`src/rtl/intc_pkg.sv`:
```
package intc_pkg;
  localparam int ID_W = 10;
  localparam logic [ID_W-1:0] SPURIOUS_ID = 10'd1023;
  localparam int RP_W = 8;
  localparam logic [RP_W-1:0] RP_IDLE = 8'hFF;
  localparam int NUM_GRP = 2;
endpackage

```
`src/rtl/intc_src_state.sv`:
```
module intc_src_state
  import intc_pkg::*;
#(
  parameter int NUM_SRC = 32
) (
  input  logic               clk,
  input  logic               rst_n,
  input  logic [NUM_SRC-1:0] trig,
  input  logic               take,
  input  logic [ID_W-1:0]    take_id,
  input  logic               done0,
  input  logic [ID_W-1:0]    done0_id,
  input  logic               done1,
  input  logic [ID_W-1:0]    done1_id,
  output logic [NUM_SRC-1:0] pend,
  output logic [NUM_SRC-1:0] act
);
  for (genvar i = 0; i < NUM_SRC; i++) begin : g_src
    logic hit_take;
    logic hit_done;
    assign hit_take = take && (take_id == ID_W'(i));
    assign hit_done = (done0 && (done0_id == ID_W'(i))) ||
                      (done1 && (done1_id == ID_W'(i)));
    always_ff @(posedge clk) begin
      if (!rst_n) begin
        pend[i] <= 1'b0;
        act[i]  <= 1'b0;
      end else begin
        pend[i] <= (pend[i] && !hit_take) || trig[i];
        act[i]  <= (act[i] && !hit_done) || hit_take;
      end
    end
  end
endmodule

```
`src/rtl/intc_select.sv`:
```
module intc_select
  import intc_pkg::*;
#(
  parameter int NUM_SRC = 32,
  parameter int PRIO_W  = 5
) (
  input  logic [NUM_SRC-1:0]        cand,
  input  logic [NUM_SRC*PRIO_W-1:0] prio,
  input  logic [NUM_SRC-1:0]        grp,
  output logic                      sel_valid,
  output logic [ID_W-1:0]           sel_id,
  output logic [PRIO_W-1:0]         sel_prio,
  output logic                      sel_grp
);
  always_comb begin
    sel_valid = 1'b0;
    sel_id    = SPURIOUS_ID;
    sel_prio  = '1;
    sel_grp   = 1'b0;
    for (int i = 0; i < NUM_SRC; i++) begin
      if (cand[i] && (!sel_valid || (prio[i*PRIO_W +: PRIO_W] < sel_prio))) begin
        sel_valid = 1'b1;
        sel_id    = ID_W'(i);
        sel_prio  = prio[i*PRIO_W +: PRIO_W];
        sel_grp   = grp[i];
      end
    end
  end
endmodule

```
`src/rtl/intc_apr.sv`:
```
module intc_apr #(
  parameter int PRIO_W = 5,
  localparam int APR_W = 1 << PRIO_W
) (
  input  logic              clk,
  input  logic              rst_n,
  input  logic              set_en,
  input  logic [PRIO_W-1:0] set_prio,
  input  logic              drop,
  output logic [APR_W-1:0]  bitmap
);
  logic [APR_W-1:0] after_drop;
  logic [APR_W-1:0] nxt;

  always_comb begin
    after_drop = drop ? (bitmap & (bitmap - APR_W'(1))) : bitmap;
    nxt        = after_drop;
    if (set_en) nxt[set_prio] = 1'b1;
  end

  always_ff @(posedge clk) begin
    if (!rst_n) bitmap <= '0;
    else        bitmap <= nxt;
  end
endmodule

```
`src/rtl/intc_cpu_if.sv`:
```
module intc_cpu_if
  import intc_pkg::*;
#(
  parameter int NUM_SRC = 32,
  parameter int PRIO_W  = 5,
  localparam int APR_W  = 1 << PRIO_W
) (
  input  logic                      clk,
  input  logic                      rst_n,
  input  logic [NUM_SRC-1:0]        src_trig,
  input  logic [NUM_SRC*PRIO_W-1:0] src_prio,
  input  logic [NUM_SRC-1:0]        src_grp,
  output logic                      fiq_o,
  output logic                      irq_o,
  output logic [9:0]                hppi0_id,
  output logic [9:0]                hppi1_id,
  input  logic                      ack0_req,
  output logic                      ack0_rsp_valid,
  output logic [9:0]                ack0_rsp_id,
  input  logic                      ack1_req,
  output logic                      ack1_rsp_valid,
  output logic [9:0]                ack1_rsp_id,
  input  logic                      eoi0_valid,
  input  logic [9:0]                eoi0_id,
  input  logic                      eoi1_valid,
  input  logic [9:0]                eoi1_id,
  output logic [APR_W-1:0]          apr0,
  output logic [APR_W-1:0]          apr1,
  output logic [7:0]                running_prio
);
  logic [NUM_SRC-1:0] pend, act;
  logic               sel_valid, sel_grp;
  logic [ID_W-1:0]    sel_id;
  logic [PRIO_W-1:0]  sel_prio;
  logic               signal_ok;

  logic [NUM_GRP-1:0] ack_req_v, eoi_v, grp_match, fire, rsp_valid_q;
  logic [ID_W-1:0]    peek_a   [NUM_GRP];
  logic [ID_W-1:0]    rsp_id_q [NUM_GRP];
  logic [APR_W-1:0]   apr_a    [NUM_GRP];
  logic [APR_W-1:0]   apr_all;

  assign ack_req_v = {ack1_req, ack0_req};
  assign eoi_v     = {eoi1_valid, eoi0_valid};

  intc_src_state #(.NUM_SRC(NUM_SRC)) u_state (
    .clk(clk), .rst_n(rst_n), .trig(src_trig),
    .take(|fire), .take_id(sel_id),
    .done0(eoi0_valid), .done0_id(eoi0_id),
    .done1(eoi1_valid), .done1_id(eoi1_id),
    .pend(pend), .act(act)
  );

  intc_select #(.NUM_SRC(NUM_SRC), .PRIO_W(PRIO_W)) u_sel (
    .cand(pend & ~act), .prio(src_prio), .grp(src_grp),
    .sel_valid(sel_valid), .sel_id(sel_id),
    .sel_prio(sel_prio), .sel_grp(sel_grp)
  );

  assign apr_all = apr_a[0] | apr_a[1];

  always_comb begin
    running_prio = RP_IDLE;
    for (int i = APR_W - 1; i >= 0; i--) begin
      if (apr_all[i]) running_prio = 8'(i);
    end
  end

  assign signal_ok = sel_valid && (8'(sel_prio) < running_prio);

  for (genvar g = 0; g < NUM_GRP; g++) begin : g_grp
    assign grp_match[g] = sel_valid && (sel_grp == 1'(g));
    assign peek_a[g]    = grp_match[g] ? sel_id : SPURIOUS_ID;
    assign fire[g]      = ack_req_v[g] && grp_match[g] && signal_ok;

    intc_apr #(.PRIO_W(PRIO_W)) u_apr (
      .clk(clk), .rst_n(rst_n),
      .set_en(fire[g]), .set_prio(sel_prio),
      .drop(eoi_v[g]), .bitmap(apr_a[g])
    );

    always_ff @(posedge clk) begin
      if (!rst_n) begin
        rsp_valid_q[g] <= 1'b0;
        rsp_id_q[g]    <= SPURIOUS_ID;
      end else begin
        rsp_valid_q[g] <= ack_req_v[g];
        if (ack_req_v[g]) rsp_id_q[g] <= fire[g] ? sel_id : SPURIOUS_ID;
      end
    end
  end

  assign fiq_o          = signal_ok && grp_match[0];
  assign irq_o          = signal_ok && grp_match[1];
  assign hppi0_id       = peek_a[0];
  assign hppi1_id       = peek_a[1];
  assign ack0_rsp_valid = rsp_valid_q[0];
  assign ack0_rsp_id    = rsp_id_q[0];
  assign ack1_rsp_valid = rsp_valid_q[1];
  assign ack1_rsp_id    = rsp_id_q[1];
  assign apr0           = apr_a[0];
  assign apr1           = apr_a[1];
endmodule

```
`config.mk`:
```
export PLATFORM = sky130hd
export DESIGN_NAME = intc_cpu_if
export DESIGN_NICKNAME = d
export VERILOG_FILES = /design/src/rtl/intc_pkg.sv /design/src/rtl/intc_src_state.sv /design/src/rtl/intc_select.sv /design/src/rtl/intc_apr.sv /design/src/rtl/intc_cpu_if.sv
export SDC_FILE = /design/constraint.sdc
export NUM_CORES = 1
export LEC_CHECK = 0
export ABC_AREA = 1
export CAP_MARGIN = 40
export CORE_MARGIN = 3
export CORE_UTILIZATION = 42
export DETAILED_ROUTE_END_ITERATION = 6
export DONT_BUFFER_PORTS = 1
export PLACE_DENSITY_LB_ADDON = 0.08
export SKIP_CTS_REPAIR_TIMING = 1
export SLEW_MARGIN = 25
export SYNTH_ARGS = -nofsm -noshare
export SYNTH_HDL_FRONTEND = slang
export SYNTH_SLANG_ARGS = --single-unit
```
`constraint.sdc`:
```
create_clock -name clk -period 55.9 [get_ports clk]
set_clock_uncertainty 0.05 [all_clocks]
set_input_delay 5.59 -clock clk [delete_from_list [all_inputs] [get_ports clk]]
set_output_delay 5.59 -clock clk [all_outputs]
set_load 0.02 [all_outputs]
```
==> results.py <==
metrics = {
    "yosys": {
        "syn-num-nets": 3079,
        "synthCells": 2759,
        "ys_top_cells_by_area": "dfxtp_1 (16%), nand2_1 (15%), inv_1 (10%)",
        "syn_area_sq_mm": 0.0168,
        "yosys.area.top_type": "dfxtp_1",
        "synth_cell_types": 62,
        "synth_ff_type": "dfxtp_1",
        "synth_edf_count": 12,
        "synth.ff_latch_count": 142,
        "synth_top_area_share_pct": 15.5,
        "ys_warn_count": 0,
        "synth.avg_cell_area_sq_um": 6.08,
        "ys_seq_area_share_pct": 17.7,
        "async_flop_share_pct": 0,
    },
    "setup_path": {
        "worstReg2RegStart": "u_state.pend[0]$_SDFF_PN0_",
        "reg2regPathDepth": 268,
        "reg2reg_to": "rsp_id_q[1][1]$_SDFFCE_PN1P_",
        "cp_slowest_stage_delay_ns": 0.46,
        "end_kind": "primary output",
        "cp.arrival_ns": 45.77,
        "start_kind": "input port",
        "r2r_setup_slack_ns": 14.09,
        "worstPathMaxFanout": 33,
        "critPathMostFrequentCell": "nand2_1",
        "path_buf_inv": 18,
        "critPathRequiredTime_ns": 50.26,
        "critPathSlowestCell": "o21ai_0",
        "worstSetupStartpoint": "src_prio[4]",
        "endpoint": "irq_o",
        "cp_num_cells": 262,
        "cp_top_family": "simple AND/OR/NAND/NOR gates",
        "critical_path_class": "input port to primary output",
    },
    "clock_tree": {
        "cts_tree": "built",
        "clockBufferDepth": 2,
        "cts.sinks": 142,
        "htree_num_levels": 4,
        "clk_pin_slew_ns": 0.06,
        "cts_buffers": 17,
        "cts_root_buffer": "clkbuf_16",
        "clk_latency_ns": 0.43,
    },
    "timing": {
        "fin_tns_setup_ns": 0,
        "hold_viol_final": 0,
        "post-route-period-util_pct": 92.0,
        "worst_slew_pin_slew_ns": 0.797,
        "setup_viol": 0,
        "finalMaxSlewViolations": 0,
        "relSlewSlack_pct": 46.8,
        "fin_crit_ns": 51.41,
        "rsz0062_at_grt": "false",
        "max_freq_mhz": 19.5,
    },
    "place": {
        "place_congestion": 0.965,
        "io_buffers": 0,
        "dp_hpwl_mm": 50.0,
    },
    "floorplan": {
        "std_cell_rows": 72,
        "core_sq_mm": 0.0390,
        "die_width_um": 206,
        "start_util_pct": 43.0,
        "io_pins": 366,
        "die_area_sq_mm": 0.0423,
        "die-height_um": 206,
    },
    "route": {
        "via_count": 17200,
        "drtAntennaViolNets": 0,
        "routed_wirelength_mm": 59.9,
        "firstDrtPassIters": 5,
        "route.detailed.drc": 0,
        "vias_per_cell": 5.33,
        "wl_per_cell_um": 18.6,
        "first_iter_violations": 1288,
    },
    "layout": {
        "drive_gt1_share_pct": 11.5,
        "final_cell_mix": "nand2_1 (651), inv_1 (461), nand3_1 (335)",
        "ff_latch_area_sq_mm": 0.00296,
        "syn_to_final_growth_pct": 2.93,
        "final_common_cell": "nand2_1",
        "diodes": 0,
        "nNetsFinal": 3018,
        "fillers": 4294,
        "multi_input_area_sq_mm": 0.0110,
    },
    "global_routing": {
        "grt_pass1_wl_mm": 91.2,
        "antenna_found_initial": 0,
        "grt.total_usage_pct": 27.2,
        "grt_pass1_vias": 16500,
        "grt_max_degree": 64,
        "gr-total-overflow": 0,
    },
    "hold_path": {
        "hold_path_class": "flop to flop",
    },
    "run": {
        "maxCapViolCount": 0,
    },
    "run_status": {
        "status": "finished clean",
    },
}
==> worst min path at each step <==
stage,startpoint,to,cells after the start,slack [ns]
2_1_floorplan,u_state.pend[1]$_SDFF_PN0_,u_state.pend[1]$_SDFF_PN0_,2,0.39
3_3_place_gp,u_state.pend[9]$_SDFF_PN0_,u_state.pend[9]$_SDFF_PN0_,2,0.40
3_5_place_dp,u_state.pend[18]$_SDFF_PN0_,u_state.pend[18]$_SDFF_PN0_,2,0.40
4_1_cts,u_state.pend[18]$_SDFF_PN0_,u_state.pend[18]$_SDFF_PN0_,2,0.41
5_1_grt,u_state.pend[28]$_SDFF_PN0_,u_state.pend[28]$_SDFF_PN0_,2,0.43
6_report,u_state.pend[28]$_SDFF_PN0_,u_state.pend[28]$_SDFF_PN0_,2,0.41
==> registers in the layout (all words and copies together) (netlist names) <==
| signal | cells |
|---|---|
| u_state.pend | 32 |
| g_grp.u_apr.bitmap | 64 |
| rsp_id_q | 12 |
| ack1_rsp_valid | 1 |
| u_state.act | 32 |
| ack0_rsp_valid | 1 |
==> synth_stat cells (6+ instances only) <==
cell and number:
nor2_2 17, o211ai_1 17, o22ai_2 13, o21ai_0 88, nand3_1 335, o21bai_1 40
nor3_1 31, inv_1 461, o21ai_2 6, buf_6 35, dfxtp_1 130, edfxtp_1 12
clkinv_1 12, a21oi_1 97, o31ai_1 9, nand4_1 24, ha_1 70, o21ai_1 31
nand3b_1 16, nor2_1 328, o2111ai_2 29, inv_2 18, clkbuf_8 18, nand2_2 83
nand3_2 37, buf_4 23, nand2_4 44, o221ai_1 8, nand2_1 651
==> worst reg2reg max path, delay by kind of cell (launching register included) <==
family	cells	cell delay (ns)
simple gates	158	15.82
compound gates	56	13.46
fa+ha+maj	32	9.87
buf+inv	22	1.92
flops	1	0.38
==> logic make-up (layout without fill, tap and decap cells) <==
family                   after synthesis  in the layout  share of synthesized area [%]
buffers and inverters                583            534                           16.7
flip-flops                           142            142                           17.7
AO/OA/AOI/OAI                        380            380                           15.9
adder cells (fa/ha/maj)               70             70                           5.22
AND/OR/NAND/NOR                     1584           1584                           44.5
==> routing by layer <==
metal | global-route usage, % | share of wire [%]
met1 | 35.9 | 45
met2 | 44.7 | 45
met3 | 6.53 | 7.6
met4 | 7.03 | 2.3
met5 | 0 | 0
==> final cells by class <==
type	instances	area share, %
flip-flops and latches	142	17.2
clock buffers	19	2.57
repair buffers	7	0.537
clock inverters	12	1.20
multi-input cells	2034	63.9
inverters	496	10.9
well taps	518	3.76
==> metrics by stage <==
| stage | worst slack (ns) | hold slack (ns) | area [sq um] | std cells | util (%) |
|---|---|---|---|---|---|
| after floorplan | 10.54 | 0.388 | 16800 | 2759 | - |
| after global placement | 5.13 | 0.400 | 16500 | 3194 | 42.4 |
| after detailed placement | 4.79 | 0.403 | 16600 | 3196 | 42.5 |
| after CTS | 4.65 | 0.413 | 17200 | 3227 | 44.2 |
| after global routing | 0.495 | 0.426 | 17300 | 3228 | 44.2 |
| final | 4.49 | 0.410 | 17300 | 3228 | 44.2 |
Power is left out: the tool's default activity adds up to more than one toggle a clock period on the data nets, which glitch-free logic cannot reach.
